==> config.mk <==
export PLATFORM = sky130hd
export DESIGN_NAME = snd_bus_arbiter
export DESIGN_NICKNAME = d
export VERILOG_FILES = /design/src/rtl/snd_arb_pkg.sv /design/src/rtl/snd_arb_fsm.sv /design/src/rtl/snd_arb_align.sv /design/src/rtl/snd_arb_gate.sv /design/src/rtl/snd_bus_arbiter.sv
export SDC_FILE = /design/constraint.sdc
export NUM_CORES = 1
export LEC_CHECK = 0
export ABC_AREA = 1
export ABC_CLOCK_PERIOD_IN_PS = 26300
export BUFFER_PORTS_ARGS = -buffer_cell sky130_fd_sc_hd__buf_2
export CORE_MARGIN = 2
export CORE_UTILIZATION = 40
export DETAILED_ROUTE_END_ITERATION = 10
export PLACE_DENSITY = 0.54
export SYNTH_ARGS = -nofsm -noshare
export SYNTH_HDL_FRONTEND = slang
export SYNTH_SLANG_ARGS = --single-unit
==> constraint.sdc <==
create_clock -name clk -period 26.3 [get_ports clk]
set_clock_uncertainty 0.15 [all_clocks]
set_input_delay 5.26 -clock clk [delete_from_list [all_inputs] [get_ports clk]]
set_output_delay 5.26 -clock clk [all_outputs]
set_load 0.05 [all_outputs]
==> src/rtl/snd_arb_pkg.sv <==
package snd_arb_pkg;

    typedef logic [1:0] arb_st_t;

    localparam arb_st_t ST_HELD   = 2'd0;
    localparam arb_st_t ST_RUN    = 2'd1;
    localparam arb_st_t ST_REQRST = 2'd2;
    localparam arb_st_t ST_GRANT  = 2'd3;

    typedef struct packed {
        arb_st_t st;
        logic    stop;
        logic    restart;
        logic    cpu_rst;
    } step_t;

    typedef struct packed {
        arb_st_t st;
        logic    grant;
        logic    running;
        logic    cpu_rst;
        logic    stop;
        logic    restart;
        logic    fm_hold;
    } fsm_reg_t;

    // bus-request write applied to a state
    function automatic step_t apply_req(arb_st_t s, logic want);
        step_t r;
        r = '0;
        if (want) begin
            r.stop = (s == ST_RUN);
            r.st   = s | 2'b10;
        end else begin
            r.restart = (s == ST_GRANT);
            r.st      = s & 2'b01;
        end
        return r;
    endfunction

    // reset-line write applied to a state
    function automatic step_t apply_run(arb_st_t s, logic release_rst);
        step_t r;
        r = '0;
        if (release_rst) begin
            r.cpu_rst = (s == ST_HELD) || (s == ST_REQRST);
            r.restart = (s == ST_HELD);
            r.st      = s | 2'b01;
        end else begin
            r.stop = (s == ST_RUN);
            r.st   = s & 2'b10;
        end
        return r;
    endfunction

endpackage

==> src/rtl/snd_arb_fsm.sv <==
module snd_arb_fsm
    import snd_arb_pkg::*;
(
    input  logic    clk,
    input  logic    rst_n,
    input  logic    req_we,
    input  logic    req_val,
    input  logic    run_we,
    input  logic    run_val,
    output logic    restart_now,
    output arb_st_t state,
    output logic    grant,
    output logic    running,
    output logic    cpu_rst,
    output logic    stop,
    output logic    restart,
    output logic    fm_hold
);

    fsm_reg_t r_d, r_q;
    step_t    s1, s2;

    always_comb begin
        s1 = '0;
        s1.st = r_q.st;
        if (req_we) s1 = apply_req(r_q.st, req_val);

        s2 = '0;
        s2.st = s1.st;
        if (run_we) s2 = apply_run(s1.st, run_val);

        r_d         = r_q;
        r_d.st      = s2.st;
        r_d.grant   = (s2.st == ST_GRANT);
        r_d.running = (s2.st == ST_RUN);
        r_d.cpu_rst = s2.cpu_rst;
        r_d.stop    = s1.stop | s2.stop;
        r_d.restart = s1.restart | s2.restart;
        r_d.fm_hold = ~s2.st[0];
        restart_now = r_d.restart;
    end

    always_ff @(posedge clk) begin
        if (!rst_n) begin
            r_q         <= '0;
            r_q.fm_hold <= 1'b1;
        end else begin
            r_q <= r_d;
        end
    end

    assign state   = r_q.st;
    assign grant   = r_q.grant;
    assign running = r_q.running;
    assign cpu_rst = r_q.cpu_rst;
    assign stop    = r_q.stop;
    assign restart = r_q.restart;
    assign fm_hold = r_q.fm_hold;

    p_req_sets_bit_r2: assert property (@(posedge clk) disable iff (!rst_n)
        (req_we && req_val && !run_we) |=> state[1]);

    p_req_clears_bit_r3: assert property (@(posedge clk) disable iff (!rst_n)
        (req_we && !req_val && !run_we) |=> !state[1]);

    p_hold_clears_bit_r8: assert property (@(posedge clk) disable iff (!rst_n)
        (run_we && !run_val) |=> (!state[0] && fm_hold));

    p_no_rst_when_live_r7: assert property (@(posedge clk) disable iff (!rst_n)
        (run_we && run_val && state[0]) |=> !cpu_rst);

    p_grant_on_write_r9: assert property (@(posedge clk) disable iff (!rst_n)
        $rose(grant) |-> $past(req_we || run_we));

    p_rst_one_clk_r12: assert property (@(posedge clk) disable iff (!rst_n)
        cpu_rst |=> !cpu_rst);

    p_stop_one_clk_r12: assert property (@(posedge clk) disable iff (!rst_n)
        stop |=> !stop);

endmodule

==> src/rtl/snd_arb_align.sv <==
module snd_arb_align #(
    parameter int CW   = 20,
    parameter int STEP = 15
) (
    input  logic        clk,
    input  logic        rst_n,
    input  logic        restart_now,
    input  logic [CW-1:0] cycle_now,
    output logic [CW:0] resume_cycle
);

    localparam int OW = CW + 1;

    logic [OW-1:0] ext;
    logic [OW-1:0] quo;
    logic [OW-1:0] rounded;
    logic [OW-1:0] val_d, val_q;

    always_comb begin
        ext     = {1'b0, cycle_now} + OW'(STEP - 1);
        quo     = ext / OW'(STEP);
        rounded = quo * OW'(STEP);
        val_d   = restart_now ? rounded : val_q;
    end

    always_ff @(posedge clk) begin
        if (!rst_n) val_q <= '0;
        else        val_q <= val_d;
    end

    assign resume_cycle = val_q;

    p_hold_value_r4: assert property (@(posedge clk) disable iff (!rst_n)
        !restart_now |=> $stable(resume_cycle));

endmodule

==> src/rtl/snd_arb_gate.sv <==
module snd_arb_gate #(
    parameter int            DW         = 8,
    parameter logic [DW-1:0] OPEN_VALUE = '1
) (
    input  logic          grant,
    input  logic [DW-1:0] snd_rd_data,
    input  logic          host_wr_en,
    output logic [DW-1:0] host_rd_data,
    output logic          snd_wr_en
);

    always_comb begin
        host_rd_data = grant ? snd_rd_data : OPEN_VALUE;
        snd_wr_en    = grant & host_wr_en;
    end

endmodule

==> src/rtl/snd_bus_arbiter.sv <==
module snd_bus_arbiter
    import snd_arb_pkg::*;
#(
    parameter int            CW         = 20,
    parameter int            DW         = 8,
    parameter int            STEP       = 15,
    parameter logic [DW-1:0] OPEN_VALUE = '1
) (
    input  logic          clk,
    input  logic          rst_n,
    input  logic          req_we,
    input  logic          req_val,
    input  logic          run_we,
    input  logic          run_val,
    input  logic [CW-1:0] cycle_now,
    input  logic [DW-1:0] snd_rd_data,
    input  logic          host_wr_en,
    output logic [DW-1:0] host_rd_data,
    output logic          snd_wr_en,
    output logic [1:0]    arb_state,
    output logic          host_grant,
    output logic          snd_running,
    output logic          snd_cpu_rst,
    output logic          fm_rst,
    output logic          fm_hold,
    output logic          snd_stop,
    output logic          resume_pulse,
    output logic [CW:0]   resume_cycle
);

    logic    restart_now;
    arb_st_t st;

    snd_arb_fsm u_fsm (
        .clk         (clk),
        .rst_n       (rst_n),
        .req_we      (req_we),
        .req_val     (req_val),
        .run_we      (run_we),
        .run_val     (run_val),
        .restart_now (restart_now),
        .state       (st),
        .grant       (host_grant),
        .running     (snd_running),
        .cpu_rst     (snd_cpu_rst),
        .stop        (snd_stop),
        .restart     (resume_pulse),
        .fm_hold     (fm_hold)
    );

    snd_arb_align #(.CW(CW), .STEP(STEP)) u_align (
        .clk          (clk),
        .rst_n        (rst_n),
        .restart_now  (restart_now),
        .cycle_now    (cycle_now),
        .resume_cycle (resume_cycle)
    );

    snd_arb_gate #(.DW(DW), .OPEN_VALUE(OPEN_VALUE)) u_gate (
        .grant        (host_grant),
        .snd_rd_data  (snd_rd_data),
        .host_wr_en   (host_wr_en),
        .host_rd_data (host_rd_data),
        .snd_wr_en    (snd_wr_en)
    );

    assign arb_state = st;
    assign fm_rst    = snd_cpu_rst;

    p_round_up_r4: assert property (@(posedge clk) disable iff (!rst_n)
        resume_pulse |-> ((32'(resume_cycle) % STEP) == 0
                          && 32'(resume_cycle) >= 32'($past(cycle_now))
                          && 32'(resume_cycle) <  32'($past(cycle_now)) + STEP));

    p_no_write_ungranted_r10: assert property (@(posedge clk) disable iff (!rst_n)
        (st != ST_GRANT) |-> !snd_wr_en);

    p_resume_one_clk_r12: assert property (@(posedge clk) disable iff (!rst_n)
        resume_pulse |=> !resume_pulse);

endmodule

==> metrics.yaml, run 1 <==
drt:
  drt-initial-drc-count: 779
  drc: 13
  vias: 10900
  viasPerCell: 5.07
  ant_nets: 0
  detail_route.first_pass.iterations: 9
  wl_per_cell_um: 14.6
  wirelength_um: 31500
critical_path:
  cp.buffers_inverters: 21
  path_class: "input port to flip-flop"
  cp_max_fo: 21
  critPathCaptureType: "flip-flop"
  worst_ep_required_time_ns: 26.30
  startpoint_type: "input port"
  cpPeakStageDelay_ns: 0.54
  critPathTopFamily: "simple AND/OR/NAND/NOR gates"
  critPathArrivalTime_ns: 24.10
  r2r_slack_ns: 24.07
  worst_path_max_delay_cell: "fa_1"
clocking:
  cts_tree: "built"
  cts-hold-fix-buffers: 0
  clock_path_buffers: 2
  numCtsBuffers: 5
  cts_num_sinks: 29
  root_buffer: "clkbuf_16"
  cts.htree.levels: 2
  path_clk_slew_ns: 0.05
  clk_latency_ns: 0.26
global_routing:
  grt_pass1_wl_um: 52100
  antenna_found_initial: 0
  grt-ovfl-total: 0
  grt_max_degree: 28
  gr-usage-all-layers: 0.223
  grt_pass1_vias: 10100
die:
  die-area_um2: 28000
  die_height_um: 167
  core_um2: 26100
  num_io_pins: 74
  num_rows: 59
  dieWidth_um: 167
  start_util: 0.408
placement:
  globalplace.congestion: 0.882
  dpl.hpwl_um: 26900
  io_buffer_count: 73
  placedInstanceArea_um2: 11200
sta:
  final_hold_viol_count: 0
  maxSlewViolCount: 0
  finalCriticalPeriod_ns: 24.10
  setup_viol: 0
  worstMarginPinSlew_ns: 0.702
  rsz0062_at_grt: "false"
  finalCritPeriodShare: 0.916
  clock.fmax_mhz: 41.5
  slew_headroom: 0.530
  fin_setup_tns_ns: 0
logic_synthesis:
  synth_edf_count: 0
  synthMuxAreaShare: 0
  yosys_warnings: 0
  ys_ff_latch: 29
  synthCells: 1748
  synth_area_leaders: "nand2_1 15%, inv_1 8.2%, nand3_1 7.7%, nand2_2 6.6%, fa_1 6.2%"
  synth_top_area_frac: 0.149
  synth_ff_type: "dfxtp_1"
  synth_area_per_cell_um2: 6.09
  synthXorXnorAreaFrac: 0.0539
  yosys.area.top_type: "nand2_1"
  synthAdderAreaFrac: 0.0949
  synth_top_family_by_area: "simple AND/OR/NAND/NOR gates"
  synth_compound_area_frac: 0.0873
  netlist-cell-type-count: 61
  post_synth_and_or_nand_nor_area_fraction: 0.583
  ys_async_sr_fraction: 0
  synth.cell_area_um2: 10700
  seq_area_frac_synth: 0.0545
finish:
  drive_gt1_frac: 0.240
  fillerInstances: 2894
  nets: 1918
  area_growth_pct: 7.79
  diodes: 0
  design_area_um2: 11500
run:
  maxCapViolCount: 0
status:
  violations: "DRC"
  status: "complete, but fails checks"
hold_path:
  hold_path_class: "flip-flop to flip-flop"
cells by family (layout without fill, tap and decap cells):
logic type	after synthesis	after routing
AO/OA/AOI/OAI	160	160
XOR/XNOR	63	63
adder cells (fa/ha/maj)	61	61
buffers and inverters	306	379
flip-flops	29	29
other	2	4
AND/OR/NAND/NOR	1127	1127
cells in the mapped netlist (all sizes together) (2+ instances only):
master,n
nand2,595
inv,273
nor2,213
nand3,203
nand4,75
o21ai,75
a21oi,46
xor2,46
fa,33
dfxtp,29
ha,28
buf,21
nor3,19
o21bai,19
xnor2,17
nand3b,13
clkinv,7
o211ai,5
a31oi,4
clkbuf,4
nor4,4
o31ai,3
and3,2
conb,2
or2,2
flip-flops by register name (all words and copies together), names as in the netlist:
signal                flops
u_align.resume_cycle     21
u_fsm.state               2
u_fsm.cpu_rst             1
u_fsm.fm_hold             1
u_fsm.grant               1
u_fsm.restart             1
u_fsm.running             1
u_fsm.stop                1
metal layers:
| layer | part of all wire | GRT usage | vias up |
|---|---|---|---|
| li1 | - | - | 5741 |
| met1 | 0.48 | 0.309 | 4930 |
| met2 | 0.46 | 0.390 | 240 |
| met3 | 0.034 | 0.0123 | 31 |
| met4 | 0.016 | 0.0374 | 0 |
| met5 | 0 | 0 | - |
placed cells by master, fill, tap and decap left out, types with 8 or more instances in the layout:
cell / count
nand4_1: 72
o21ai_1: 8
nand3_1: 164
buf_4: 16
buf_2: 73
o21bai_1: 18
ha_1: 28
nor2_4: 34
xor2_1: 44
xnor2_1: 16
nor2_2: 31
dfxtp_1: 29
nand2_1: 423
nand2_2: 112
o21ai_0: 61
inv_1: 234
a21oi_1: 45
nand3_4: 9
fa_1: 33
nor3_1: 17
nand3_2: 30
nand3b_1: 12
inv_2: 34
nor2_1: 143
nand2_4: 59
final cells by class:
class / count / area [um2] / share of cell area
Tap cell: 335 / 419 / 0.0365
Multi-Input combinational cell: 1415 / 8760 / 0.763
Timing Repair Buffer: 90 / 505 / 0.0440
Inverter: 281 / 1080 / 0.0942
Sequential cell: 29 / 581 / 0.0506
Clock inverter: 2 / 10.0 / 0.000872
Clock buffer: 6 / 129 / 0.0112
what timing repair did:
item                                    4_1_cts  5_1_grt
resized for setup                             0        5
endpoints found under the setup margin        0        4
hold endpoints to repair                      0        0
setup buffers                                 0       15
worst reg2reg max path, stage by stage, from the launching register on:
cell      delay (ns)
dfxtp_1         0.31
inv_1           0.06
o21ai_0         0.09
inv_1           0.12
nand4_1         0.11
nand2_2         0.38
clkinv_1        0.54
o21ai_0         0.31
inv_1           0.05
worst paths after layout:
kind	start	end	cells after the start
setup / recovery	cycle_now[1]	u_align.resume_cycle[20]$_SDFFE_PN0P_	135
hold / removal	u_fsm.state[0]$_SDFF_PN0_	u_fsm.cpu_rst$_SDFF_PN0_	1
setup reg to reg	u_fsm.state[1]$_SDFF_PN0_	u_align.resume_cycle[20]$_SDFFE_PN0P_	8
hold reg to reg	u_fsm.state[0]$_SDFF_PN0_	u_fsm.cpu_rst$_SDFF_PN0_	1
metrics by stage:
step                      instances   util  worst slack, ns  hold slack (ns)
after global routing           2158  0.439           0.0472            0.348
final                          2158  0.439             2.20            0.309
after floorplan                1750      -             5.40            0.502
after CTS                      2143  0.434             1.54            0.311
after detailed placement       2135  0.429             1.30            0.300
after global placement         2135  0.429             1.86            0.302
Power of run 1 is not shown: default switching activity piles up to over one toggle a cycle in this logic, so the estimate is an artifact.
==> run 2, diff against run 1 <==
--- a/config.mk
+++ b/config.mk
@@ -11,7 +11,7 @@
 export CORE_MARGIN = 2
 export CORE_UTILIZATION = 40
 export DETAILED_ROUTE_END_ITERATION = 10
-export PLACE_DENSITY = 0.54
+export PLACE_DENSITY = 0.65
 export SYNTH_ARGS = -nofsm -noshare
 export SYNTH_HDL_FRONTEND = slang
 export SYNTH_SLANG_ARGS = --single-unit
==> metrics.yaml, run 2 (synthesized netlist as in run 1, its figures left out) <==
sta:
  timing.hold.ws_ns: 0.304
  maxSlewViolCount: 0
  final_hold_viol_count: 0
  finalCriticalPeriod_ns: 23.86
  fin_setup_tns_ns: 0
  slew_headroom: 0.536
  setup_viol: 0
  rsz0062_at_grt: "false"
  finalCritPeriodShare: 0.907
  worstMarginPinSlew_ns: 0.693
  clock.fmax_mhz: 41.9
die:
  core_um2: 26100
  dieWidth_um: 167
  start_util: 0.408
  num_io_pins: 74
  num_rows: 59
  die-area_um2: 28000
  die_height_um: 167
global_routing:
  gr-usage-all-layers: 0.219
  grt_pass1_wl_um: 51300
  grt_pass1_vias: 10400
  grt-ovfl-total: 0
  grt_max_degree: 28
  antenna_found_initial: 0
clocking:
  clock_path_buffers: 2
  cts_tree: "built"
  cts.htree.levels: 2
  path_clk_slew_ns: 0.05
  clk_latency_ns: 0.27
  numCtsBuffers: 5
  cts_num_sinks: 29
  root_buffer: "clkbuf_16"
placement:
  io_buffer_count: 73
  globalplace.congestion: 0.967
  dpl.hpwl_um: 26600
critical_path:
  path_class: "input port to flip-flop"
  startpoint_type: "input port"
  critPathArrivalTime_ns: 23.87
  cp_max_fo: 21
  critPathCaptureType: "flip-flop"
  r2r_slack_ns: 24.08
  cpPeakStageDelay_ns: 0.51
  critPathTopFamily: "simple AND/OR/NAND/NOR gates"
  worst_ep_required_time_ns: 26.31
  crit_top_cell: "nand2_1"
  worst_path_max_delay_cell: "fa_1"
  cp.buffers_inverters: 16
finish:
  final_cell_mix: "423 x nand2_1, 234 x inv_1, 164 x nand3_1"
  nets: 1909
  area_growth_pct: 7.42
  final_common_cell: "nand2_1"
  drive_gt1_frac: 0.237
  largest_reg_flops: 21
  fillerInstances: 2817
  diodes: 0
drt:
  drt-initial-drc-count: 799
  wl_per_cell_um: 14.4
  drc: 12
  detail_route.first_pass.iterations: 8
  viasPerCell: 5.16
  ant_nets: 0
  wirelength_um: 31000
  vias: 11100
status:
  status: "complete, but fails checks"
  violations: "DRC"
run:
  maxCapViolCount: 0
hold_path:
  hold_path_class: "flip-flop to flip-flop"
[run 2: worst paths after layout]
check | from | endpoint | cells after the start
worst min-delay path | u_fsm.state[0]$_SDFF_PN0_ | u_fsm.cpu_rst$_SDFF_PN0_ | 1
worst min register to register | u_fsm.state[0]$_SDFF_PN0_ | u_fsm.cpu_rst$_SDFF_PN0_ | 1
worst max register to register | u_fsm.state[1]$_SDFF_PN0_ | u_align.resume_cycle[1]$_SDFFE_PN0P_ | 8
worst max-delay path | cycle_now[1] | u_align.resume_cycle[20]$_SDFFE_PN0P_ | 133
[run 2: area by class of cell]
cell class	count	area (um2)	area share
Multi-Input combinational cell	1416	8770	0.766
Inverter	281	1080	0.0947
Sequential cell	29	581	0.0507
Tap cell	335	419	0.0366
Timing Repair Buffer	80	418	0.0365
Clock buffer	7	143	0.0125
Clock inverter	1	30.0	0.00262
[run 2: routing by layer]
metal  part of all wire  global-route usage
met5                  0                   0
met4              0.036              0.0760
met3              0.044              0.0184
met2               0.47               0.388
met1               0.45               0.279
[run 2: worst reg2reg max path, stage by stage (launching register included)]
cell and delay (ns):
dfxtp_1 0.31, inv_1 0.06, o21ai_0 0.10, inv_1 0.13, nand4_1 0.11, nand2_2 0.36
clkinv_1 0.53, nor2_1 0.29, nor2_1 0.07
[run 2: repair_timing]
action / CTS / global route
hold buffers: 0 / 0
setup endpoints to repair: 0 / 4
resized for setup: 0 / 7
buffers inserted: 0 / 5
[run 2: stage by stage]
stage | cell area [um2] | util | std cells | setup WS, ns
3_3_place_gp | 11200 | 0.429 | 2135 | 2.14
6_report | 11400 | 0.438 | 2149 | 2.44
2_1_floorplan | 10700 | - | 1750 | 5.40
4_1_cts | 11400 | 0.435 | 2143 | 1.86
5_1_grt | 11400 | 0.438 | 2149 | 0.0604
3_5_place_dp | 11200 | 0.429 | 2135 | 1.60
Power of run 2 is left out for the same reason.
